`src/rtl/addr_match_pkg.sv`:
```
package addr_match_pkg;
  localparam int ADDR_W = 7;
  localparam int BYTE_W = ADDR_W + 1;

  typedef enum logic [1:0] {
    MK_NONE  = 2'd0,
    MK_OWN   = 2'd1,
    MK_GCALL = 2'd2
  } match_kind_e;
endpackage

```
`src/rtl/addr_cfg_reg.sv`:
```
module addr_cfg_reg #(
  parameter int BYTE_W = 8,
  parameter logic [BYTE_W-1:0] RESET_VAL = 8'hFE
) (
  input  logic              clk,
  input  logic              rst_n,
  input  logic              we,
  input  logic [BYTE_W-1:0] wdata,
  output logic [BYTE_W-1:0] rdata,
  output logic [BYTE_W-2:0] node_addr,
  output logic              bcast_en
);
  logic [BYTE_W-1:0] cfg_q;

  always_ff @(posedge clk or negedge rst_n) begin
    if (!rst_n)  cfg_q <= RESET_VAL;
    else if (we) cfg_q <= wdata;
  end

  assign rdata     = cfg_q;
  assign node_addr = cfg_q[BYTE_W-1:1];
  assign bcast_en  = cfg_q[0];

  // a write lands in the register on the next edge
  p_cfg_write_r2: assert property (@(posedge clk) disable iff (!rst_n)
    we |=> (rdata == $past(wdata)));
endmodule

```
`src/rtl/addr_compare.sv`:
```
module addr_compare #(
  parameter int ADDR_W = 7
) (
  input  logic [ADDR_W:0]   rx_byte,
  input  logic [ADDR_W-1:0] node_addr,
  input  logic              bcast_en,
  output logic              node_hit,
  output logic              bcast_hit
);
  logic [ADDR_W-1:0] rx_addr;
  logic              rx_read;
  logic              rx_zero;

  always_comb begin
    rx_addr   = rx_byte[ADDR_W:1];
    rx_read   = rx_byte[0];
    rx_zero   = (rx_addr == '0);
    // address field zero is reserved for broadcast and never a node hit
    node_hit  = !rx_zero && (rx_addr == node_addr);
    // broadcast only counts in write direction
    bcast_hit = bcast_en && rx_zero && !rx_read;
  end
endmodule

```
`src/rtl/match_ctrl.sv`:
```
module match_ctrl
  import addr_match_pkg::*;
(
  input  logic        clk,
  input  logic        rst_n,
  input  logic        slave_mode,
  input  logic        start_det,
  input  logic        in_valid,
  output logic        in_ready,
  input  logic        node_hit,
  input  logic        bcast_hit,
  output logic        dec_valid,
  input  logic        dec_ready,
  output logic        dec_ack,
  output match_kind_e kind,
  output logic        irq
);
  logic armed_q;
  logic take;
  logic evaluate;
  logic hit;

  assign in_ready = !dec_valid;
  assign take     = in_valid && in_ready;
  assign evaluate = take && armed_q && slave_mode && !start_det;
  assign hit      = node_hit || bcast_hit;

  // arm once per START, disarm on the first byte taken
  always_ff @(posedge clk or negedge rst_n) begin
    if (!rst_n)                        armed_q <= 1'b0;
    else if (start_det && slave_mode)  armed_q <= 1'b1;
    else if (take || !slave_mode)      armed_q <= 1'b0;
  end

  // one-entry decision holding register
  always_ff @(posedge clk or negedge rst_n) begin
    if (!rst_n) begin
      dec_valid <= 1'b0;
      dec_ack   <= 1'b0;
    end else if (evaluate) begin
      dec_valid <= 1'b1;
      dec_ack   <= hit;
    end else if (dec_ready) begin
      dec_valid <= 1'b0;
    end
  end

  always_ff @(posedge clk or negedge rst_n) begin
    if (!rst_n)         kind <= MK_NONE;
    else if (start_det) kind <= MK_NONE;
    else if (evaluate) begin
      if (bcast_hit)     kind <= MK_GCALL;
      else if (node_hit) kind <= MK_OWN;
      else               kind <= MK_NONE;
    end
  end

  always_ff @(posedge clk or negedge rst_n) begin
    if (!rst_n) irq <= 1'b0;
    else        irq <= evaluate && hit;
  end

  // pending decision holds under back-pressure
  p_hold_r10: assert property (@(posedge clk) disable iff (!rst_n)
    (dec_valid && !dec_ready && !start_det) |=>
      (dec_valid && $stable(dec_ack) && $stable(kind)));

  // interrupt is a single-cycle pulse
  p_irq_pulse_r7: assert property (@(posedge clk) disable iff (!rst_n)
    irq |=> !irq);

  // interrupt only alongside an ACK decision
  p_irq_ack_r7: assert property (@(posedge clk) disable iff (!rst_n)
    irq |-> (dec_valid && dec_ack));

  // a NACK never reports a match kind
  p_nack_kind_r5: assert property (@(posedge clk) disable iff (!rst_n)
    (dec_valid && !dec_ack) |-> (kind == MK_NONE));

  // no new decision while not in slave mode
  p_master_quiet_r9: assert property (@(posedge clk) disable iff (!rst_n)
    (!slave_mode && !dec_valid) |=> !dec_valid);

  // a decision only follows an armed compare
  p_armed_eval_r8: assert property (@(posedge clk) disable iff (!rst_n)
    $rose(dec_valid) |-> $past(armed_q));
endmodule

```
`src/rtl/addr_match.sv`:
```
module addr_match
  import addr_match_pkg::*;
#(
  parameter logic [BYTE_W-1:0] CFG_RESET = 8'hFE
) (
  input  logic              clk,
  input  logic              rst_n,
  input  logic              cfg_we,
  input  logic [BYTE_W-1:0] cfg_wdata,
  output logic [BYTE_W-1:0] cfg_rdata,
  input  logic              slave_mode,
  input  logic              start_det,
  input  logic              addr_valid,
  output logic              addr_ready,
  input  logic [BYTE_W-1:0] addr_byte,
  output logic              ack_valid,
  input  logic              ack_ready,
  output logic              ack_yes,
  output logic              irq,
  output logic [1:0]        match_kind
);
  logic [ADDR_W-1:0] node_addr;
  logic              bcast_en;
  logic              node_hit;
  logic              bcast_hit;
  match_kind_e       kind;

  addr_cfg_reg #(
    .BYTE_W   (BYTE_W),
    .RESET_VAL(CFG_RESET)
  ) u_cfg (
    .clk      (clk),
    .rst_n    (rst_n),
    .we       (cfg_we),
    .wdata    (cfg_wdata),
    .rdata    (cfg_rdata),
    .node_addr(node_addr),
    .bcast_en (bcast_en)
  );

  addr_compare #(
    .ADDR_W(ADDR_W)
  ) u_cmp (
    .rx_byte  (addr_byte),
    .node_addr(node_addr),
    .bcast_en (bcast_en),
    .node_hit (node_hit),
    .bcast_hit(bcast_hit)
  );

  match_ctrl u_ctrl (
    .clk       (clk),
    .rst_n     (rst_n),
    .slave_mode(slave_mode),
    .start_det (start_det),
    .in_valid  (addr_valid),
    .in_ready  (addr_ready),
    .node_hit  (node_hit),
    .bcast_hit (bcast_hit),
    .dec_valid (ack_valid),
    .dec_ready (ack_ready),
    .dec_ack   (ack_yes),
    .kind      (kind),
    .irq       (irq)
  );

  assign match_kind = kind;
endmodule

```
`config.mk`:
```
export PLATFORM = sky130hd
export DESIGN_NAME = addr_match
export DESIGN_NICKNAME = d
export VERILOG_FILES = /design/src/rtl/addr_match_pkg.sv /design/src/rtl/addr_cfg_reg.sv /design/src/rtl/addr_compare.sv /design/src/rtl/match_ctrl.sv /design/src/rtl/addr_match.sv
export SDC_FILE = /design/constraint.sdc
export NUM_CORES = 1
export LEC_CHECK = 0
export BUFFER_PORTS_ARGS = -buffer_cell sky130_fd_sc_hd__buf_2
export CAP_MARGIN = 20
export CORE_MARGIN = 4
export CORE_UTILIZATION = 40
export CTS_CLUSTER_DIAMETER = 80
export DETAILED_ROUTE_END_ITERATION = 10
export GPL_TIMING_DRIVEN = 0
export PLACE_DENSITY = 0.74
export REMOVE_ABC_BUFFERS = 1
export SLEW_MARGIN = 20
export SYNTH_ARGS = -nofsm -noshare
export SYNTH_HDL_FRONTEND = slang
export SYNTH_HIERARCHICAL = 1
export SYNTH_SLANG_ARGS = --single-unit
export TNS_END_PERCENT = 50
```
`constraint.sdc`:
```
create_clock -name clk -period 1.4 [get_ports clk]
set_input_delay 0 -clock clk [delete_from_list [all_inputs] [get_ports clk]]
set_output_delay 0 -clock clk [all_outputs]
set_load 0.01 [all_outputs]
```
After elaboration in Yosys (flattened, before gate mapping)

Index checks and enable logic that the tools add are counted.

Multiplexer cells: 8
Eq/ne operators: 1
Reduce and logical (&&, ||, !) cells: 20

Operators by type and width:

| operator            | number |
|---|---|
| $logic_and A1 B1 Y1 | 9 |
| $eq A7 B7 Y1        | 1 |
| $logic_not A7 Y1    | 1 |
| $mux W2             | 3 |
| $reduce_bool A2 Y1  | 3 |
| $logic_not A1 Y1    | 5 |
| $mux W1             | 5 |
| $logic_or A1 B1 Y1  | 2 |

Register bits after elaboration: 14
Output and inout bits: 14
Logic and storage cells: 35

Logic depth before layout (Yosys ltp)

Gate-level depths: netlist of the first run.

Depth after elaboration: 7
Depth in mapped cells: 6

Modules after synthesis

Netlist of the first run, hierarchy kept.

By module, submodules not included:

| module       | area each (um^2) | instances | cells an instance | seq. area each (um^2) |
|---|---|---|---|---|
| addr_cfg_reg | 400.4            | 1         | 25                | 209.0 |
| match_ctrl   | 254.0            | 1         | 20                | 150.1 |
| addr_compare | 106.4            | 1         | 13                | 0.0 |

Worst setup path before layout of the first run

No wires, ideal clock.

Kind: register -> register
From: register u_cfg.cfg_q[1] (netlist: u_cfg/rdata[1])
To: register u_ctrl.kind[0]
Period minus slack after synthesis: 1,488 ps
Required time: 1,327 ps
Path slack: -88 ps
Arrival time: 1,415 ps
Stages on the path, launching flop included: 6
Buffers on the path: 0
Cell sequence: dfstp_2 > xnor2_1 > nand3_1 > nor3_1 > or3b_1 > a21oi_2

Word-level cells in the longest chain between the ends: 6

RTL lines:

| element                | line               | text |
|---|---|---|
| start, declared        | addr_cfg_reg.sv:13 | `logic [BYTE_W-1:0] cfg_q;` |
| start signal, assigned | addr_cfg_reg.sv:17 | `else if (we) cfg_q <= wdata;` |
| $eq A7 B7 Y1           | addr_compare.sv:19 | `node_hit = !rx_zero && (rx_addr == node_addr);` |
| $logic_and A1 B1 Y1    | addr_compare.sv:19 |  |
| net node_hit           | addr_match.sv:24   | `logic node_hit;` |
| $mux W1                | match_ctrl.sv:53   | `else if (node_hit) kind <= MK_OWN;` |
| $mux W2                | match_ctrl.sv:52   | `if (bcast_hit) kind <= MK_GCALL;` |
| $mux W2                | match_ctrl.sv:51   | `else if (evaluate) begin` |
| $mux W2                | match_ctrl.sv:50   | `else if (start_det) kind <= MK_NONE;` |
| end signal, assigned   | match_ctrl.sv:50   |  |
| end signal, assigned   | match_ctrl.sv:52   |  |
| end signal, assigned   | match_ctrl.sv:53   |  |
| end, declared          | match_ctrl.sv:15   | `output match_kind_e kind,` |

The timed path passes the listed nets, and every way through them passes these cells. The select of a mux whose other input is x is not followed.
A chain may end at the register's enable or synchronous reset.

Worst setup path in the final report of the first run

From: register u_cfg.cfg_q[6] (netlist: u_cfg/rdata[6])
To: register u_ctrl.kind[0]

The elaborated chain is that of the path after synthesis.

==> results of run 1 <==
power by group through the flow:
stage	sequential (mW)	clock [mW]	combinational [mW]
floorplan	0.490	0	0.0786
global placement	0.478	0	0.174
detailed placement	0.480	0	0.177
CTS	0.471	0.295	0.219
global route	0.474	0.322	0.237
finish	0.470	0.281	0.218
cell usage in the layout, fill, tap and decap left out, drive strengths merged, types with 2 or more instances in the layout:
master	n
nor3	2
buf	39
xnor2	7
dlygate4sd3	12
clkbuf	4
dfstp	7
mux2	8
nor2	2
dfrtp	7
sequential cells by signal (all words and copies together) (netlist names):
name,count
u_ctrl/kind,2
u_ctrl/dec_ack,1
u_ctrl/irq,1
u_ctrl/armed_q,1
u_cfg/rdata,8
u_ctrl/dec_valid,1
critical path, delay by kind of cell (launching register included):
family	cells	cell delay, ns
AOI/OAI and AO/OA	1	0.13
and+or+nand+nor	3	0.67
DFF	1	0.55
xor gates and xnor gates	1	0.11
per-layer routing:
metal,vias to the layer above,wire length (um),global-route usage (%)
met5,-,0,0
met4,0,0,6.55
met3,0,134,3.72
met2,30,728,22.9
met1,273,675,15.7
li1,285,-,-
kinds of logic (layout without fill, tap and decap cells):
kind of cell	count (synthesis)	after routing	synth area share [%]
compound gates	5	5	4.61
mux	9	9	17.1
simple gates	13	13	13.2
buf+inv	10	56	9.87
flops	14	14	47.2
xor+xnor	7	7	8.06
per-stage QoR:
step,TNS (ns),instances,utilization (%)
final,-0.120,129,61.5
after global routing,-0.423,129,61.5
after CTS,-0.127,129,61.5
after detailed placement,-0.261,110,51.1
after global placement,-0.223,110,51.1
after floorplan,-0.124,49,-
timing repair:
| item | 4_1_cts | 5_1_grt |
|---|---|---|
| buffers inserted | 3 | 0 |
| endpoints found under the hold margin | 27 | 0 |
| resized for setup | 1 | 0 |
| setup endpoints to repair | 2 | 3 |
| hold buffers | 12 | 0 |
| pin swaps | 1 | 0 |
final timing paths:
| path | startpoint | end | slack, ns | depth (start not counted) |
|---|---|---|---|---|
| setup / recovery | u_cfg/rdata[6] | u_ctrl/kind[0] | -0.12 | 5 |
| hold / removal | addr_valid | u_ctrl/irq | 0.07 | 3 |
| setup reg to reg | u_cfg/rdata[6] | u_ctrl/kind[0] | -0.12 | 5 |
| hold reg to reg | u_ctrl/kind[0] | u_ctrl/kind[0] | 0.53 | 2 |
| max in group asynchronous | rst_n | u_cfg/rdata[2] | 0.98 | 2 |
| min in group asynchronous | rst_n | u_ctrl/kind[0] | 0.14 | 2 |
final cells by class:
class	instances	area, um^2
Clock buffer	4	36.3
Fill cell	164	679
Inverter	1	3.75
Multi-Input combinational cell	34	332
Sequential cell	14	359
Tap cell	25	31.3
Timing Repair Buffer	51	323
==> impl_metrics.csv, run 1 <==
group,metric,value,unit
sta,final.hold.worst_slack,0.0694,ns
clock_tree,numCtsBuffers,3,
sta,period_needed,1.52,ns
synth,synth.area.top_cells,"dfstp_2 24%, dfrtp_1 23%, mux2_4 16%",
sta,setup_ws,-0.120,ns
setup_path,required,1.61,ns
floorplanning,die_y,51.6,um
synth,synth_common_cells,"8 x buf_4, 8 x mux2_4, 7 x dfrtp_1, 7 x dfstp_2, 7 x xnor2_1",
route,drt-total-wl,1.54,mm
power,total_power,0.969,mW
power,clockPowerShare,29.0,%
floorplanning,die-area,2660,um^2
clock_tree,cts.path.max_buffers,2,
route,wl_per_cell,11.9,um
synth,synth_area,761,um^2
outcome,status,"finished, violations left",
route,ant_nets,0,
power,power.density,894,nW/um^2
clock_tree,clk_pin_slew,0.08,ns
placed_design,dpl_cell_area,901,um^2
sta,skew,0.00214,ns
sta,drv_slew,0,
power,power.internal,0.739,mW
clock_tree,cts_tree,"yes",
finish,finalInstanceArea,1080,um^2
sta,max-slew-margin-rel,79.6,%
grt,grt_usage,13.5,%
setup_path,slowest_delay,0.55,ns
grt,grt_max_degree,15,
sta,setup_viol,1,
floorplanning,initial_utilization,43.1,%
sta,worst_slew_pin_slew,0.304,ns
setup_path,path_class,"reg2reg",
synth,synth_top_area_share,24.2,%
worst_hold_path,min_path_type,"in2reg",
route,first_iter_violations,5,
synth,synth_cell_types,24,
synth,synth_top_area_cell,"dfstp_2",
synth,ys.flop_type,"dfstp_2",
route,drtPass1Iterations,3,
setup_path,crit_arrival,1.73,ns
sta,hold_viol,0,
clock_tree,cts_max_level,1,
sta,fmax,658,MHz
power,p_sw,0.230,mW
power,p_leak,0.535,nW
setup_path,startpoint_type,"flip-flop",
placed_design,gp_congestion,0.694,
grt,overflow,0,
placed_design,pre_cts_slack,-0.161,ns
synth,ys_seq_elements,14,
route,avgViaCountPerCell,4.56,
finish,final_layout_size_suffix_gt1_share,59.6,%
floorplanning,ios,37,
synth,avgSynthCellArea,13.1,um^2
synth,netlist_instances,58,
synth,synth-edff-count,0,
sta,min_period_over_period,109,%
power,ir_drop,0.479,mV
setup_path,path_cells,"xnor2_1, nand3_1, nor3_2, or3b_1, a21oi_2",
placed_design,port_buffers,36,
grt,grt_pass1_wl,2.67,mm
synth,ys_warn_count,6,
route,vias,588,
floorplanning,die_x,51.6,um
grt,antenna_found_initial,0,
synth,async_reset_ff_share,100,%
outcome,failed_checks,"negative setup slack",
job,cap_viol_max_count,0,
floorplanning,coreArea,1760,um^2
route,drc,0,
finish,nNetsFinal,128,
power,sw_frac_of_total,23.7,%
finish,area_growth,42.6,%
grt,grt_pass1_vias,646,
clock_tree,cts-root-buf,"clkbuf_4",
clock_tree,clkLatencyLatePin,0.27,ns
clock_tree,cts.sinks,14,
power,seqPwrFrac,48.5,%
floorplanning,rows,15,
power,combPwrFrac,22.4,%
setup_path,path_max_fanout,2,
finish,diodes,0,
synth,ys_seq_area_share,47.2,%
setup_path,end_kind,"flip-flop",
setup_path,cpMaxStageDelayCell,"dfstp_2",
sta,rsz0062_at_grt,"true",
placed_design,dp_hpwl,1.14,mm
No activity file was read; power rests on OpenSTA's default activity.
==> run 2, diff against run 1 <==
--- a/config.mk
+++ b/config.mk
@@ -8,11 +8,11 @@
 export BUFFER_PORTS_ARGS = -buffer_cell sky130_fd_sc_hd__buf_2
 export CAP_MARGIN = 20
 export CORE_MARGIN = 4
-export CORE_UTILIZATION = 40
+export CORE_UTILIZATION = 44
 export CTS_CLUSTER_DIAMETER = 80
 export DETAILED_ROUTE_END_ITERATION = 10
 export GPL_TIMING_DRIVEN = 0
-export PLACE_DENSITY = 0.74
+export PLACE_DENSITY = 0.77
 export REMOVE_ABC_BUFFERS = 1
 export SLEW_MARGIN = 20
 export SYNTH_ARGS = -nofsm -noshare
==> constraint.sdc (replaced) <==
create_clock -name clk -period 1.5 [get_ports clk]
set_input_delay 0 -clock clk [delete_from_list [all_inputs] [get_ports clk]]
set_output_delay 0 -clock clk [all_outputs]
set_load 0.01 [all_outputs]
==> impl_metrics.csv, run 2 (synthesis gave the netlist of run 1 again) <==
group,metric,value,unit
floorplanning,die_x,49.6,um
sta,worst_slew_pin_slew,0.302,ns
sta,skew,0.00715,ns
route,avgViaCountPerCell,4.79,
finish,final_common_cell,"buf_2",
sta,fmax,660,MHz
sta,setup_viol,1,
setup_path,reg2reg_slack,-0.02,ns
setup_path,end_kind,"flip-flop",
outcome,status,"finished, violations left",
finish,regArea,359,um^2
setup_path,reg2reg_depth,5,
grt,grt_max_degree,15,
placed_design,port_buffers,36,
finish,final_layout_size_suffix_gt1_share,60.4,%
sta,drv_slew,0,
worst_hold_path,min-delay-start,"addr_valid",
clock_tree,cts.sinks,14,
floorplanning,die-area,2460,um^2
route,first_iter_violations,2,
route,vias,584,
outcome,failed_checks,"negative setup slack",
sta,fin_setup_tns,-0.0159,ns
sta,max-slew-margin-rel,79.9,%
setup_path,required,1.71,ns
placed_design,dp_hpwl,1.14,mm
setup_path,r2r-end,"u_ctrl/kind[0]",
grt,grt_pass1_wl,2.64,mm
grt,overflow,0,
grt,grt_usage,13.9,%
worst_hold_path,holdPathEnd,"u_ctrl/irq",
route,ant_nets,0,
power,ir_drop,0.563,mV
clock_tree,clkLatencyLatePin,0.27,ns
route,drc,0,
route,drtPass1Iterations,2,
power,p_sw,0.216,mW
finish,diodes,0,
sta,min_period_over_period,101,%
floorplanning,initial_utilization,48.3,%
finish,fill_cells,123,
job,cap_viol_max_count,0,
power,power.internal,0.655,mW
power,seqPwrFrac,50.5,%
placed_design,gp_congestion,0.648,
setup_path,path_class,"reg2reg",
finish,area_growth,44.1,%
clock_tree,cts_max_level,1,
setup_path,path_max_fanout,2,
worst_hold_path,min_path_type,"in2reg",
finish,multiInputGateArea,347,um^2
power,p_leak,0.551,nW
clock_tree,clk_pin_slew,0.08,ns
route,drt-total-wl,1.58,mm
sta,rsz0062_at_grt,"true",
floorplanning,die_y,49.6,um
setup_path,r2r-start,"u_cfg/rdata[3]",
worst_hold_path,whs_path_depth,3,
power,combPwrFrac,24.7,%
power,sw_frac_of_total,24.8,%
sta,hold_viol,0,
clock_tree,cts-root-buf,"clkbuf_4",
floorplanning,ios,37,
sta,period_needed,1.52,ns
grt,antenna_found_initial,0,
power,clockPowerShare,24.7,%
sta,setup_ws,-0.0159,ns
finish,nNetsFinal,130,
clock_tree,cts_tree,"yes",
finish,final_util,69.5,%
finish,largest_reg_flops,8,
power,power.density,795,nW/um^2
setup_path,crit_arrival,1.73,ns
floorplanning,rows,14,
setup_path,startpoint_type,"flip-flop",
clock_tree,cts.path.max_buffers,2,
route,wl_per_cell,12.9,um
grt,grt_pass1_vias,665,
clock_tree,numCtsBuffers,3,
floorplanning,coreArea,1580,um^2
finish,final_cell_mix,"36 x buf_2, 13 x dlygate4sd3_1, 8 x mux2_4, 7 x dfrtp_1, 7 x dfstp_2",
-- run 2: cell types whose count changed in the layout (fill, tap and decap cells not counted), sizes merged --
cell	previous run	this run
buf	39	40
dlygate4sd3	12	13
-- run 2: through the flow --
stage                     worst slack [ns]  cells  power, mW  hold slack (ns)  instance area (um^2)
after global placement             -0.0461    101      0.608          -0.0970                   890
final                              -0.0159    122      0.871           0.0758                  1100
after CTS                          -0.0324    122      0.874           0.0671                  1080
after floorplan                    -0.0242     49      0.530           -0.296                   689
after global routing                -0.137    122      0.920           0.0841                  1100
after detailed placement           -0.0699    101      0.614          -0.0951                   890
-- run 2: how the worst max path moves through the flow --
| stage | from | endpoint | slack [ns] | depth (start not counted) |
|---|---|---|---|---|
| 5_1_grt | u_cfg/rdata[3] | u_ctrl/kind[0] | -0.14 | 5 |
| 6_report | u_cfg/rdata[3] | u_ctrl/kind[0] | -0.02 | 5 |
| 3_5_place_dp | u_cfg/rdata[3] | u_ctrl/kind[0] | -0.07 | 5 |
| 2_1_floorplan | u_cfg/rdata[1] | u_ctrl/kind[0] | -0.02 | 5 |
| 3_3_place_gp | u_cfg/rdata[3] | u_ctrl/kind[0] | -0.05 | 5 |
| 4_1_cts | u_cfg/rdata[5] | u_ctrl/kind[0] | -0.03 | 5 |
-- run 2: layout make-up --
cell class,instances,share of cell area [%]
Inverter,1,0.342
Tap cell,16,1.83
Multi-Input combinational cell,34,31.6
Timing Repair Buffer,53,31.1
Sequential cell,14,32.8
Clock buffer,4,2.40
-- run 2: worst max-delay path: stages, from the launching register on --
cell,delay [ns]
dfstp_2,0.56
xnor2_2,0.11
nand3_1,0.10
nor3_2,0.19
or3b_1,0.37
a21oi_2,0.12
-- run 2: per-layer routing --
layer	track usage (%)	share of wire (%)	routed length, um
met5	0	0	0
met4	6.91	0	0
met3	3.31	8.1	127
met2	23.3	48	751
met1	16.4	44	697
-- run 2: timing repair --
item / in CTS / in global routing
gates resized for setup: 1 / 2
hold endpoints to repair: 27 / 0
hold buffers: 13 / 0
setup buffers: 4 / 0
cloned: 0 / 0
setup endpoints to repair: 1 / 3
pin swaps: 3 / 2
-- run 2: power by group through the flow --
stage / registers (mW) / logic, mW / clock network [mW]
global route: 0.444 / 0.235 / 0.241
CTS: 0.438 / 0.211 / 0.225
floorplan: 0.457 / 0.0733 / 0
finish: 0.440 / 0.216 / 0.215
global placement: 0.446 / 0.162 / 0
detailed placement: 0.448 / 0.166 / 0
==> run 3, diff against run 2 <==
--- a/config.mk
+++ b/config.mk
@@ -5,14 +5,14 @@
 export SDC_FILE = /design/constraint.sdc
 export NUM_CORES = 1
 export LEC_CHECK = 0
-export BUFFER_PORTS_ARGS = -buffer_cell sky130_fd_sc_hd__buf_2
 export CAP_MARGIN = 20
-export CORE_MARGIN = 4
-export CORE_UTILIZATION = 44
+export CORE_AREA = 4 4 41 43
 export CTS_CLUSTER_DIAMETER = 80
 export DETAILED_ROUTE_END_ITERATION = 10
+export DIE_AREA = 0 0 45 47
+export DONT_BUFFER_PORTS = 1
 export GPL_TIMING_DRIVEN = 0
-export PLACE_DENSITY = 0.77
+export PLACE_DENSITY = 0.73
 export REMOVE_ABC_BUFFERS = 1
 export SLEW_MARGIN = 20
 export SYNTH_ARGS = -nofsm -noshare
==> impl_metrics.csv, run 3 (synthesis gave the netlist of run 1 again) <==
group,metric,value,unit
outcome,status,"finished, violations left",
outcome,failed_checks,"negative hold slack, negative setup slack",
finish,largest_reg_flops,8,
sta,max-slew-margin-rel,59.9,%
route,avgViaCountPerCell,5.37,
clock_tree,cts.sinks,14,
sta,fmax,617,MHz
floorplanning,rows,13,
clock_tree,clk_pin_slew,0.08,ns
power,seqPwrFrac,55.9,%
power,power.internal,0.629,mW
power,ir_drop,0.651,mV
clock_tree,cts.path.max_buffers,2,
clock_tree,post-cts-setup-buffers,0,
sta,period_needed,1.62,ns
setup_path,required,1.71,ns
grt,grt_pass1_wl,2.36,mm
floorplanning,die_y,47,um
finish,diodes,0,
sta,setup_viol,1,
clock_tree,cts_tree,"yes",
setup_path,end_kind,"flip-flop",
sta,hold_viol,5,
sta,skew,0.00502,ns
setup_path,crit_arrival,1.83,ns
finish,final_common_cell,"dlygate4sd3_1",
route,drc,0,
finish,final_cells,87,
power,p_leak,0.419,nW
placed_design,dp_hpwl,943,um
finish,area_growth,25.0,%
route,drt-total-wl,1.48,mm
route,drtPass1Iterations,3,
clock_tree,cts-hold-fix-buffers,19,
clock_tree,clkLatencyLatePin,0.27,ns
floorplanning,die-area,2120,um^2
clock_tree,cts_max_level,1,
grt,grt_usage,16.1,%
power,combPwrFrac,18.2,%
floorplanning,ios,37,
placed_design,dp_cells,64,
placed_design,port_buffers,0,
route,first_iter_violations,4,
power,sw_frac_of_total,23.3,%
sta,rsz0062_at_grt,"true",
floorplanning,coreArea,1300,um^2
finish,nNetsFinal,96,
finish,final_cell_mix,"18 x dlygate4sd3_1, 8 x mux2_4, 7 x dfrtp_1, 7 x dfstp_2, 6 x xnor2_1",
sta,min_period_over_period,108,%
setup_path,startpoint_type,"flip-flop",
power,p_sw,0.191,mW
sta,drv_slew,0,
finish,final_layout_size_suffix_gt1_share,34.7,%
grt,overflow,0,
power,clockPowerShare,25.9,%
sta,worst_slew_pin_slew,0.599,ns
placed_design,gp_congestion,0.684,
placed_design,pre_cts_slack,-0.119,ns
power,power.density,863,nW/um^2
grt,grt_pass1_vias,535,
setup_path,path_max_fanout,3,
sta,setup_ws,-0.120,ns
finish,final_util,73.1,%
route,ant_nets,0,
setup_path,path_class,"reg2reg",
power,total_power,0.820,mW
grt,antenna_found_initial,0,
floorplanning,initial_utilization,58.5,%
sta,final.hold.worst_slack,-0.230,ns
route,wl_per_cell,17.0,um
floorplanning,die_x,45,um
route,vias,467,
grt,grt_max_degree,15,
job,cap_viol_max_count,0,
worst_hold_path,min_path_type,"in2reg",
clock_tree,numCtsBuffers,3,
clock_tree,cts-root-buf,"clkbuf_4",
run 3: metrics by stage:
step	TNS, ns	instance area, um^2
floorplan	-0.0242	689
global placement	-0.115	708
detailed placement	-0.119	708
CTS	-0.134	930
global route	-0.235	951
finish	-0.120	951
run 3: cell type report:
| type | count | area (um^2) |
|---|---|---|
| Tap cell | 15 | 18.8 |
| Timing Repair Buffer | 19 | 193 |
| Sequential cell | 14 | 359 |
| Multi-Input combinational cell | 34 | 350 |
| Fill cell | 90 | 350 |
| Inverter | 1 | 3.75 |
| Clock buffer | 4 | 26.3 |
run 3: final timing paths:
path	from	end	slack, ns	depth (start not counted)
worst max register to register	u_cfg/rdata[6]	u_ctrl/kind[0]	-0.12	5
max in group asynchronous	rst_n	u_cfg/rdata[4]	0.95	1
worst max-delay path	u_cfg/rdata[6]	u_ctrl/kind[0]	-0.12	5
worst min register to register	u_ctrl/kind[0]	u_ctrl/kind[0]	0.58	2
min in group asynchronous	rst_n	u_ctrl/dec_valid	0.17	1
worst min-delay path	start_det	u_ctrl/kind[0]	-0.23	1
run 3: worst max-delay path, cell delays in order (launching register included):
cell and delay (ns):
dfstp_2 0.59, xnor2_2 0.13, nand3_1 0.11, nor3_2 0.21
or3b_1 0.39, a21oi_2 0.14
run 3: repair_timing:
action                                 in CTS  in global routing
gates resized for setup                     1                  4
pin swaps                                   0                  1
endpoints found under the hold margin      28                  5
setup endpoints to repair                   2                  4
run 3: power groups by stage:
| stage | sequential (mW) | combinational [mW] | clock [mW] |
|---|---|---|---|
| finish | 0.458 | 0.149 | 0.213 |
| floorplan | 0.457 | 0.0733 | 0 |
| detailed placement | 0.464 | 0.0788 | 0 |
| global route | 0.465 | 0.161 | 0.240 |
| CTS | 0.458 | 0.141 | 0.219 |
| global placement | 0.464 | 0.0772 | 0 |
run 3: metal layers:
| metal | GRT usage [%] | share of wire (%) | vias up |
|---|---|---|---|
| met3 | 11.5 | 16 | 0 |
| li1 | - | - | 222 |
| met2 | 27.1 | 49 | 30 |
| met5 | 0 | 0 | - |
| met4 | 1.75 | 0 | 0 |
| met1 | 17.1 | 35 | 215 |
